File: config.mk
export PLATFORM = sky130hd
export DESIGN_NAME = disp_timing_gen
export DESIGN_NICKNAME = d
export VERILOG_FILES = /design/src/rtl/dtg_pkg.sv /design/src/rtl/dtg_ctrl.sv /design/src/rtl/dtg_counters.sv /design/src/rtl/dtg_outstage.sv /design/src/rtl/disp_timing_gen.sv
export SDC_FILE = /design/constraint.sdc
export NUM_CORES = 1
export LEC_CHECK = 0
export BUFFER_PORTS_ARGS = -buffer_cell sky130_fd_sc_hd__clkbuf_2
export CAP_MARGIN = 20
export CORE_AREA = 2 2 144 146
export CTS_BUF_LIST = sky130_fd_sc_hd__clkbuf_16
export CTS_CLUSTER_SIZE = 24
export DETAILED_ROUTE_END_ITERATION = 8
export DIE_AREA = 0 0 146 148
export GPL_ROUTABILITY_DRIVEN = 0
export GPL_TIMING_DRIVEN = 0
export SYNTH_ARGS = -nofsm -noshare
export SYNTH_HDL_FRONTEND = slang
export SYNTH_HIERARCHICAL = 1
export SYNTH_SLANG_ARGS = --single-unit
export TNS_END_PERCENT = 30
File: constraint.sdc
create_clock -name clk -period 3.7 [get_ports clk]
set_clock_uncertainty 0.2 [all_clocks]
set_input_delay 0.925 -clock clk [delete_from_list [all_inputs] [get_ports clk]]
set_output_delay 0.925 -clock clk [all_outputs]
set_load 0.03 [all_outputs]
File: src/rtl/dtg_pkg.sv
package dtg_pkg;
  // control word bit positions
  localparam int CW_RUN     = 0;
  localparam int CW_REFRESH = 1;
  // sync conditioning bit positions
  localparam int SC_COMPOSITE = 0;
  localparam int SC_ALL_OFF   = 1;
  localparam int SC_H_INV     = 3;
  localparam int SC_V_INV     = 4;
  localparam int SC_H_OFF     = 5;
  localparam int SC_V_OFF     = 6;
  localparam int SC_WIDTH     = 7;

  typedef struct packed {
    logic cntEn;
    logic vidEn;
    logic hsKill;
    logic vsKill;
    logic hsInv;
    logic vsInv;
    logic csyncEn;
  } dtgStrobeT;

  typedef struct packed {
    logic hVis;
    logic vVis;
    logic hSync;
    logic vSync;
    logic pfHit;
  } dtgFlagT;
endpackage

File: src/rtl/dtg_ctrl.sv
module dtg_ctrl
  import dtg_pkg::*;
(
  input  logic [1:0]          ctrlWord,
  input  logic [SC_WIDTH-1:0] syncCtl,
  input  logic                dispOff,
  output dtgStrobeT           strb
);
  always_comb begin
    strb.cntEn   = ctrlWord[CW_RUN];
    strb.vidEn   = ctrlWord[CW_REFRESH] & ~dispOff;
    strb.hsKill  = syncCtl[SC_H_OFF] | syncCtl[SC_ALL_OFF];
    strb.vsKill  = syncCtl[SC_V_OFF] | syncCtl[SC_ALL_OFF];
    strb.hsInv   = syncCtl[SC_H_INV];
    strb.vsInv   = syncCtl[SC_V_INV];
    strb.csyncEn = syncCtl[SC_COMPOSITE];
  end
endmodule

File: src/rtl/dtg_counters.sv
module dtg_counters
  import dtg_pkg::*;
#(
  parameter int HW = 12,
  parameter int VW = 11
) (
  input  logic          clk,
  input  logic          rstN,
  input  logic          cntEn,
  input  logic [HW-1:0] hTotIn,
  input  logic [HW-1:0] hVisIn,
  input  logic [HW-1:0] hsBegIn,
  input  logic [HW-1:0] hsEndIn,
  input  logic [HW-1:0] pfLeadIn,
  input  logic [VW-1:0] vTotIn,
  input  logic [VW-1:0] vVisIn,
  input  logic [VW-1:0] vsBegIn,
  input  logic [VW-1:0] vsEndIn,
  output logic [HW-1:0] hCnt,
  output logic [VW-1:0] vCnt,
  output dtgFlagT       flags
);
  localparam int NH = 4;  // captured horizontal limits
  localparam int NV = 4;  // captured vertical limits

  logic [HW-1:0] hLim [NH];
  logic [VW-1:0] vLim [NV];
  logic [HW-1:0] hNext [NH];
  logic [VW-1:0] vNext [NV];
  logic [HW-1:0] pfCmp;
  logic          lineEnd, frameEnd, capture;

  // clamp: a lead longer than the line fires at pixel zero
  assign pfCmp = (pfLeadIn > hTotIn) ? '0 : hTotIn - pfLeadIn;

  assign hNext[0] = hTotIn;
  assign hNext[1] = hVisIn;
  assign hNext[2] = hsBegIn;
  assign hNext[3] = hsEndIn;
  assign vNext[0] = vTotIn;
  assign vNext[1] = vVisIn;
  assign vNext[2] = vsBegIn;
  assign vNext[3] = vsEndIn;

  logic [HW-1:0] pfLim;

  assign lineEnd  = (hCnt == hLim[0]);
  assign frameEnd = lineEnd && (vCnt == vLim[0]);
  assign capture  = !cntEn || frameEnd;

  for (genvar i = 0; i < NH; i++) begin : gHCap
    always_ff @(posedge clk or negedge rstN)
      if (!rstN)        hLim[i] <= '0;
      else if (capture) hLim[i] <= hNext[i];
  end
  for (genvar i = 0; i < NV; i++) begin : gVCap
    always_ff @(posedge clk or negedge rstN)
      if (!rstN)        vLim[i] <= '0;
      else if (capture) vLim[i] <= vNext[i];
  end

  always_ff @(posedge clk or negedge rstN)
    if (!rstN)        pfLim <= '0;
    else if (capture) pfLim <= pfCmp;

  always_ff @(posedge clk or negedge rstN) begin
    if (!rstN) begin
      hCnt <= '0;
      vCnt <= '0;
    end else if (!cntEn) begin
      hCnt <= '0;
      vCnt <= '0;
    end else if (lineEnd) begin
      hCnt <= '0;
      vCnt <= (vCnt == vLim[0]) ? '0 : vCnt + 1'b1;
    end else begin
      hCnt <= hCnt + 1'b1;
    end
  end

  always_comb begin
    flags.hVis  = hCnt <= hLim[1];
    flags.vVis  = vCnt <= vLim[1];
    flags.hSync = (hCnt > hLim[2]) && (hCnt <= hLim[3]);
    flags.vSync = (vCnt > vLim[2]) && (vCnt <= vLim[3]);
    flags.pfHit = hCnt == pfLim;
  end

  // stopped counters sit at zero
  assert_hold_zero_R1: assert property (@(posedge clk) disable iff (!rstN)
    !cntEn |=> (hCnt == '0 && vCnt == '0));
  // pixel counter never passes the captured line length
  assert_h_bound_R2: assert property (@(posedge clk) disable iff (!rstN)
    hCnt <= hLim[0]);
  // last pixel of a line is followed by pixel zero
  assert_h_wrap_R2: assert property (@(posedge clk) disable iff (!rstN)
    (cntEn && hCnt == hLim[0]) |=> hCnt == '0);
  // prefetch compare is a single-cycle event on lines longer than one pixel
  assert_pf_single_R9: assert property (@(posedge clk) disable iff (!rstN)
    (cntEn && flags.pfHit && hLim[0] != '0) |=> !flags.pfHit);
  // captured limits stay put inside a running frame
  assert_limits_frozen_R10: assert property (@(posedge clk) disable iff (!rstN)
    (cntEn && !frameEnd) |=> ($stable(hLim[0]) && $stable(vLim[0]) && $stable(pfLim)));
endmodule

File: src/rtl/dtg_outstage.sv
module dtg_outstage
  import dtg_pkg::*;
(
  input  dtgStrobeT strb,
  input  dtgFlagT   flags,
  output logic      hsync,
  output logic      vsync,
  output logic      csync,
  output logic      active,
  output logic      prefetch
);
  logic hRaw, vRaw;

  always_comb begin
    hRaw     = strb.cntEn & flags.hSync & ~strb.hsKill;
    vRaw     = strb.cntEn & flags.vSync & ~strb.vsKill;
    hsync    = hRaw ^ strb.hsInv;
    vsync    = vRaw ^ strb.vsInv;
    csync    = strb.csyncEn & (hsync ^ vsync);
    active   = strb.cntEn & strb.vidEn & flags.hVis & flags.vVis;
    prefetch = strb.cntEn & flags.pfHit;
  end
endmodule

File: src/rtl/disp_timing_gen.sv
module disp_timing_gen
  import dtg_pkg::*;
#(
  parameter int HW = 12,
  parameter int VW = 11
) (
  input  logic                clk,
  input  logic                rst_n,
  input  logic [1:0]          ctrl_word,
  input  logic [SC_WIDTH-1:0] sync_ctl,
  input  logic                disp_off,
  input  logic [HW-1:0]       h_total,
  input  logic [HW-1:0]       h_visible,
  input  logic [HW-1:0]       hs_begin,
  input  logic [HW-1:0]       hs_finish,
  input  logic [HW-1:0]       pf_lead,
  input  logic [VW-1:0]       v_total,
  input  logic [VW-1:0]       v_visible,
  input  logic [VW-1:0]       vs_begin,
  input  logic [VW-1:0]       vs_finish,
  output logic                hsync,
  output logic                vsync,
  output logic                csync_green,
  output logic                video_active,
  output logic [HW-1:0]       pix_x,
  output logic [VW-1:0]       line_y,
  output logic                prefetch
);
  dtgStrobeT strb;
  dtgFlagT   flags;

  dtg_ctrl uCtrl (
    .ctrlWord (ctrl_word),
    .syncCtl  (sync_ctl),
    .dispOff  (disp_off),
    .strb     (strb)
  );

  dtg_counters #(.HW(HW), .VW(VW)) uCnt (
    .clk      (clk),
    .rstN     (rst_n),
    .cntEn    (strb.cntEn),
    .hTotIn   (h_total),
    .hVisIn   (h_visible),
    .hsBegIn  (hs_begin),
    .hsEndIn  (hs_finish),
    .pfLeadIn (pf_lead),
    .vTotIn   (v_total),
    .vVisIn   (v_visible),
    .vsBegIn  (vs_begin),
    .vsEndIn  (vs_finish),
    .hCnt     (pix_x),
    .vCnt     (line_y),
    .flags    (flags)
  );

  dtg_outstage uOut (
    .strb     (strb),
    .flags    (flags),
    .hsync    (hsync),
    .vsync    (vsync),
    .csync    (csync_green),
    .active   (video_active),
    .prefetch (prefetch)
  );
endmodule

# Yosys cells after proc, flatten, opt, wreduce, memory -nomap -nowiden
# Cells that the tools add are included.
[totals]
register_bits = 127
inputBits = 116
output_inout_bits = 28
wordCells = 54
[classes]
n_addsub = 3
order_cmp = 7
n_eq_ne = 4
mux = 6
bitwise = 18
n_reduce_logical = 5
[op_table]
columns = ["cell", "n"]
rows = [
  ["two-way mux 12 bit", 3],
  ["two-way mux 11 bit", 3],
  ["== test 12 bit", 2],
  ["greater-than comparator 12 bit", 2],
  ["<= comparator 12 bit", 2],
  ["<= comparator 11 bit", 2],
  ["adder 12 x 1 -> 12 bit, second input constant", 1],
  ["subtractor 12 bit", 1],
  ["adder 11 x 1 -> 11 bit, second input constant", 1],
  ["== test 11 bit", 1],
  ["greater-than comparator 11 bit", 1],
  ["bitwise AND 1 bit", 10],
  ["logical AND 1 bit", 3],
  ["NOT 1 bit", 3],
  ["XOR 1 bit", 3],
  ["!= test 2 x 1 -> 1 bit, second input constant", 1],
  ["bitwise OR 1 bit", 2],
  ["zero test 1 bit", 1],
  ["logical OR 1 bit", 1],
]

# Longest topological paths before layout
# Gate-level depths: netlist (run 1).
[depth]
ltp_word = 7
mapped_depth = 13
depth_no_buf = 12

# Cells and area by module
# The synthesis (run 1) kept the hierarchy.
[modules_own_cells]
columns = ["module", "instances", "cells_per_inst", "area_each_um2", "seq_area_each_um2"]
rows = [
  ["dtg_counters", 1, 704, 7813.7, 3178.0],
  ["dtg_outstage", 1, 8, 80.1, 0.0],
  ["dtg_ctrl", 1, 7, 48.8, 0.0],
]

# Worst setup path before layout (run 1)
# Ideal clock, no wire load.
[synth_path]
path_type = "reg2out"
start = "reg uCnt.hCnt[1]"
end = "out csync_green"
arrival_time_ns = 2.783
required_ns = 2.575
slack_ns = -0.208
path_stages_with_launch = 12
n_path_buf = 0
path_cell_list = "dfrtp_1 > ha_1 > nor2b_1 > o21a_1 > o21ai_0 > a211oi_1 > o31ai_1 > and3_1 > nand3b_1 > xnor2_2 > xor2_1 > and2_1"
[synth_rtl]
columns = ["item", "line_no", "text"]
rows = [
  ["start, declared", "dtg_counters.sv:19", "output logic [HW-1:0] hCnt,"],
  ["start signal, assigned", "dtg_counters.sv:77", "hCnt <= hCnt + 1'b1;"],
  ["end, declared", "disp_timing_gen.sv:23", "output logic csync_green,"],
]

==> results of run 1 <==
flip-flops by register name, indices dropped and copies added, names as in the netlist:
register and flops:
uCnt/hCnt 12, uCnt/vLim 44, uCnt/vCnt 11, uCnt/hLim 48, uCnt/pfLim 12
area by class of cell:
| cell class | count | area [µm²] | area share [%] |
|---|---|---|---|
| clock buffer | 17 | 425 | 4.24 |
| buffer | 22 | 149 | 1.48 |
| timing repair buffer | 165 | 960 | 9.57 |
| multi-input combinational | 481 | 4470 | 44.5 |
| tap | 270 | 338 | 3.37 |
| clock inverter | 15 | 153 | 1.52 |
| inverter | 88 | 335 | 3.34 |
| sequential | 127 | 3200 | 31.9 |
worst max-delay path, stage by stage (launching register included):
cell	delay, ns
dfrtp_2	0.43
ha_1	0.33
a21oi_1	0.14
nor2b_1	0.07
o21ai_0	0.19
nand2b_1	0.11
o31ai_2	0.23
and3_1	0.20
nand3b_1	0.20
xnor2_4	0.21
xor2_1	0.17
and2_4	0.17
buf_8	0.11
power by group through the flow:
stage	clock (µW)	combinational, µW	sequential [µW]
global placement	0	820	1710
global route	1760	994	1710
finish	1660	892	1690
floorplan	0	605	1680
detailed placement	0	842	1710
CTS	1700	873	1690
cell families (layout without fill, tap and decap cells):
logic type               Yosys count  after routing  synth area share, %
buffers and inverters            111            307                 6.10
multiplexers                      93             93                 14.9
XOR/XNOR                          57             57                 6.47
flip-flops                       127            127                 40.0
adder cells (fa/ha/maj)           84             84                 13.3
AO/OA/AOI/OAI                    120            120                 10.4
AND/OR/NAND/NOR                  127            127                 8.77
worst paths after layout:
check                           slack (ns)  cells past startpoint             to           from
worst min-delay path                  0.29                      1   uCnt/hLim[1]          rst_n
max in group asynchronous             2.31                      2   uCnt/hCnt[6]          rst_n
worst max-delay path                 -0.40                     12    csync_green   uCnt/hCnt[9]
worst min register to register        0.30                      1  uCnt/hLim[33]  uCnt/hLim[33]
min in group clk                      0.30                      1  uCnt/hLim[33]  uCnt/hLim[33]
worst max register to register        0.79                      9  uCnt/vLim[35]   uCnt/hCnt[1]
routing by layer:
metal,vias to the layer above,track usage (%),part of all wire [%]
li1,2893,-,-
met1,2854,26.9,50
met2,143,28.6,45
met3,17,3.12,3.9
met4,0,6.26,1.3
met5,-,0,0
layout by cell type, fill, tap and decap left out, types with 18 or more instances in the layout:
master    count
o21ai_0      20
mux2_2       56
xor2_1       25
nand4_1      18
a21oi_1      21
nor2_1       21
ha_1         75
nand2_1      20
inv_1        82
buf_4        29
clkbuf_2    133
xnor2_1      30
dfrtp_1     107
dfrtp_2      20
mux2_4       36
per-stage QoR:
step | hold slack [ns] | cell area, µm²
after floorplan | 0.269 | 7970
after global placement | 0.287 | 9000
after detailed placement | 0.294 | 9040
final | 0.287 | 10000
after CTS | 0.306 | 9850
after global routing | 0.311 | 10000
what timing repair did:
action,CTS,global route
buffers inserted,13,13
hold endpoints to repair,0,0
endpoints found under the setup margin,4,4
gates cloned,0,0
pin swaps,14,14
hold buffers,0,0
gates resized for setup,34,26
==> flow_summary.toml, run 1 <==
[flow_run]
cap_viol_max_count = 0

[yosys]
synthDistinctLibCells = 58
synth-edff-count = 0
synthTopCellsByCount = "127 x dfrtp_1, 88 x inv_1, 83 x ha_1, 56 x mux2_2, 36 x mux2_4"
postSynthAreaPerCell_um2 = 11.0
synth_top_area_share_pct = 40.0
post_synth_instance_area_um2 = 7940
synth_top_area_cell = "dfrtp_1"
yosysMostFrequentCell = "dfrtp_1"
synth_flop_cell = "dfrtp_1"
yosysSeqAreaShare_pct = 40.0
async_reset_ff_share_pct = 100
synth_area_leaders = "dfrtp_1 40%, ha_1 13%, mux2_2 7.9%"
ys_ff_latch = 127
syn_nets = 919
synth_cells = 719
synth_warnings = 6

[global_route]
grt_max_degree = 70
grt_pass1_vias = 5840
grt_overflow = 0
antenna_found_initial = 0
grt_pass1_wl_um = 31400
track_usage_pct = 18.7

[setup_path]
critical_path_class = "flip-flop to primary output"
worstPathArrival_ns = 2.97
start_kind = "flip-flop"
required_ns = 2.57
end_kind = "primary output"
path_max_fanout = 3

[floorplan]
core_area_um2 = 20000
die_y_um = 148
start_util_pct = 39.6
rows = 52
die_area_um2 = 21600
io_pins = 144
die_w_um = 146

[cts]
cts_sinks = 127
root_buffer = "clkbuf_16"
h-tree-depth = 4
clockBufferDepth = 2
numCtsBuffers = 17
clk_pin_slew_ns = 0.05
cts_tree = "done"
clock_latency_ns = 0.41

[detailed_routing]
drt-wirelength-per-cell_um = 16.7
antenna_left = 0
wl_um = 19800
vias_per_cell = 4.98
vias = 5907
drt_iter0_markers = 237
first_pass_iters = 4
drc = 0

[timing]
rsz0062_at_grt = "yes"
tns_ns = -0.828
hold_viol = 0
tightest_slew_ns = 0.521
fmax_mhz = 244
min_period_ns = 4.10
setup_ws_ns = -0.398
slew_viol_final = 0
slew_headroom_pct = 65.2
finalSetupViolCount = 4
period_share_pct = 111

[pwr]
power_density_nw_per_um2 = 423
comb_power_share_pct = 21.1
finalPower_uw = 4240
p_clk_share_pct = 39.1
ir_drop_v = 0.000179
p_sw_uw = 1150
leakage_uw = 0.00516
p_sw_share_pct = 27.2
p_int_uw = 3080
seqPwrFrac_pct = 39.9

[status]
status = "finished with violations"
violations = "negative setup slack"

[cells_and_area]
fill_cells = 1945
post-route-util_pct = 50.1
fin_nets = 1102
n_antenna_cell = 0
layout.cells.non_filler = 1185
area_delta_synth_final_pct = 26.3
drive_gt1_share_pct = 39.3

[place]
dp_hpwl_um = 14400
portBuffers = 138
placedCellCount = 1128
place_ws_ns = -0.264

[worst_hold_path]
hold_class = "input pin to async pin"
No activity file was read; power rests on OpenSTA's default activity.
==> run 2, diff against run 1 <==
- CTS_BUF_LIST: sky130_fd_sc_hd__clkbuf_16 -> sky130_fd_sc_hd__clkbuf_4 sky130_fd_sc_hd__clkbuf_8 sky130_fd_sc_hd__clkbuf_16
==> run 2 against run 1 <==
- the flow still finishes with violations (negative setup slack)
- final area rose by 0.41%
- routed wire length rose by 0.26%
- maximum frequency is 0.46% higher
- sequential share of layout area is 0.13 points lower
- combinational power is essentially flat
- total power increased by 3.4%
- non-clock buffer count down 3
- final cell count fell by 0.25%
- largest power group is now the clock network
- via count decreased by 0.74%
- hold slack better by 0.0054 ns
==> flow_summary.toml, run 2 (synthesized netlist as in run 1, its figures left out) <==
[status]
status = "finished with violations"
violations = "negative setup slack"

[setup_path]
required_ns = 2.57
path_max_fanout = 3
critical_path_class = "flip-flop to primary output"
max_stage_delay_ns = 0.45
cpLargestDelayFamily = "simple AND/OR/NAND/NOR gates"
ff2ff_path_depth = 9
rrSetupSlack_ns = 0.79
slowest_stage = "dfrtp_2"
crit_cells = 13
worstPathArrival_ns = 2.95
critPathBufInv = 2
start_kind = "flip-flop"
worstPathCellList = "buf_4 -> ha_1 -> nor2b_1 -> o21ai_1 -> nand2b_1 -> a21oi_2 -> o211ai_1 -> and3_1 -> nand3b_1 -> xnor2_4 -> xor2_1 -> and2_4 -> buf_8"
end_kind = "primary output"

[cts]
clock_latency_ns = 0.42
numCtsBuffers = 17
h-tree-depth = 4
hold_buffers = 0
clk_pin_slew_ns = 0.06
root_buffer = "clkbuf_16"
cts_tree = "done"
cts_sinks = 127
clockBufferDepth = 2

[detailed_routing]
drt-wirelength-per-cell_um = 16.8
drc = 0
antenna_left = 0
vias = 5863
drt_iter0_markers = 232
vias_per_cell = 4.96
first_pass_iters = 4
wl_um = 19900

[floorplan]
start_util_pct = 39.6
die_area_um2 = 21600
io_pins = 144
core_area_um2 = 20000
die_y_um = 148
die_w_um = 146
rows = 52

[timing]
hold_viol = 0
rsz0062_at_grt = "yes"
slew_headroom_pct = 65.2
fmax_mhz = 245
min_period_ns = 4.08
period_share_pct = 110
setup_ws_ns = -0.380
slew_viol_final = 0
tightest_slew_ns = 0.522
finalSetupViolCount = 4

[cells_and_area]
layout.cells.most_common = "clkbuf_2"
regMostFlops = "uCnt/hLim"
area_delta_synth_final_pct = 26.8
layout.cells.non_filler = 1182
post-route-util_pct = 50.3
reg_top3 = "uCnt/hLim: 48 flops, uCnt/vLim: 44 flops"
largest_reg_flops = 48
fin_nets = 1099
layout_common_cells = "133 x clkbuf_2, 107 x dfrtp_1, 82 x inv_1"
n_antenna_cell = 0
drive_gt1_share_pct = 39.8

[pwr]
power_density_nw_per_um2 = 435
finalPower_uw = 4380
ir_drop_v = 0.000225
leakage_uw = 0.00518

[global_route]
grt_pass1_vias = 5835
antenna_found_initial = 0
grt_pass1_wl_um = 31400
grt_overflow = 0
grt_max_degree = 70
track_usage_pct = 18.7

[place]
place_ws_ns = -0.264
placedCellCount = 1128
dp_hpwl_um = 14400
portBuffers = 138

[worst_hold_path]
hold_class = "input pin to async pin"

[flow_run]
cap_viol_max_count = 0
==> run 2: changes by cell type in the layout (fill, tap and decap cells not counted) <==
cell	before	now
inv_2	5	4
clkinv_1	6	0
buf_4	29	26
clkbuf_8	3	9
clkbuf_4	0	1
==> run 2: metrics by stage <==
step / hold slack, ns / cell area, µm² / setup TNS [ns]
6_report: 0.292 / 10100 / -0.819
5_1_grt: 0.311 / 10100 / -1.44
4_1_cts: 0.305 / 9920 / -1.14
3_5_place_dp: 0.294 / 9040 / -0.282
3_3_place_gp: 0.287 / 9000 / -87.48
2_1_floorplan: 0.269 / 7970 / 0
==> run 2: final cells by class <==
cell class                 count  area [µm²]
clock inverter                 8         126
inverter                      88         335
buffer                        22         149
tap                          270         338
sequential                   127        3200
fill                        1936        9970
multi-input combinational    481        4470
clock buffer                  24         515
timing repair buffer         162         937
==> run 2: worst register-to-register path: stages (launching register included) <==
cell and delay [ns]:
dfrtp_2 0.45, buf_4 0.17, buf_4 0.17, xor2_1 0.16
nor4_1 0.45, a31o_2 0.32, nand2_2 0.18, buf_6 0.22
buf_6 0.18, mux2_4 0.31
==> run 2: worst paths after layout <==
path                                from             to
setup / recovery            uCnt/hCnt[1]    csync_green
max in group asynchronous          rst_n   uCnt/hCnt[6]
min in group clk           uCnt/hLim[33]  uCnt/hLim[33]
hold reg to reg            uCnt/hLim[33]  uCnt/hLim[33]
setup reg to reg            uCnt/hCnt[1]  uCnt/vLim[35]
hold / removal                     rst_n   uCnt/hLim[1]
==> run 2: timing repair <==
| item | CTS | global route |
|---|---|---|
| endpoints found under the setup margin | 4 | 4 |
| resized for setup | 34 | 25 |
| buffers inserted | 14 | 9 |
| pin swaps | 13 | 14 |
==> run 2: per-layer routing <==
| layer | up-vias | GRT usage [%] | part of all wire [%] |
|---|---|---|---|
| met2 | 126 | 28.5 | 45 |
| met4 | 0 | 5.68 | 1.1 |
| li1 | 2891 | - | - |
| met5 | - | 0 | 0 |
| met3 | 13 | 3.24 | 2.9 |
| met1 | 2833 | 27.2 | 51 |
==> run 2: where the power goes <==
| part | internal (µW) | total [µW] | switching [µW] | leakage [µW] |
|---|---|---|---|---|
| clock | 1180 | 1800 | 626 | 0.000308 |
| sequential | 1570 | 1690 | 120 | 0.00152 |
| combinational | 474 | 892 | 418 | 0.00334 |
| total | 3220 | 4380 | 1160 | 0.00518 |
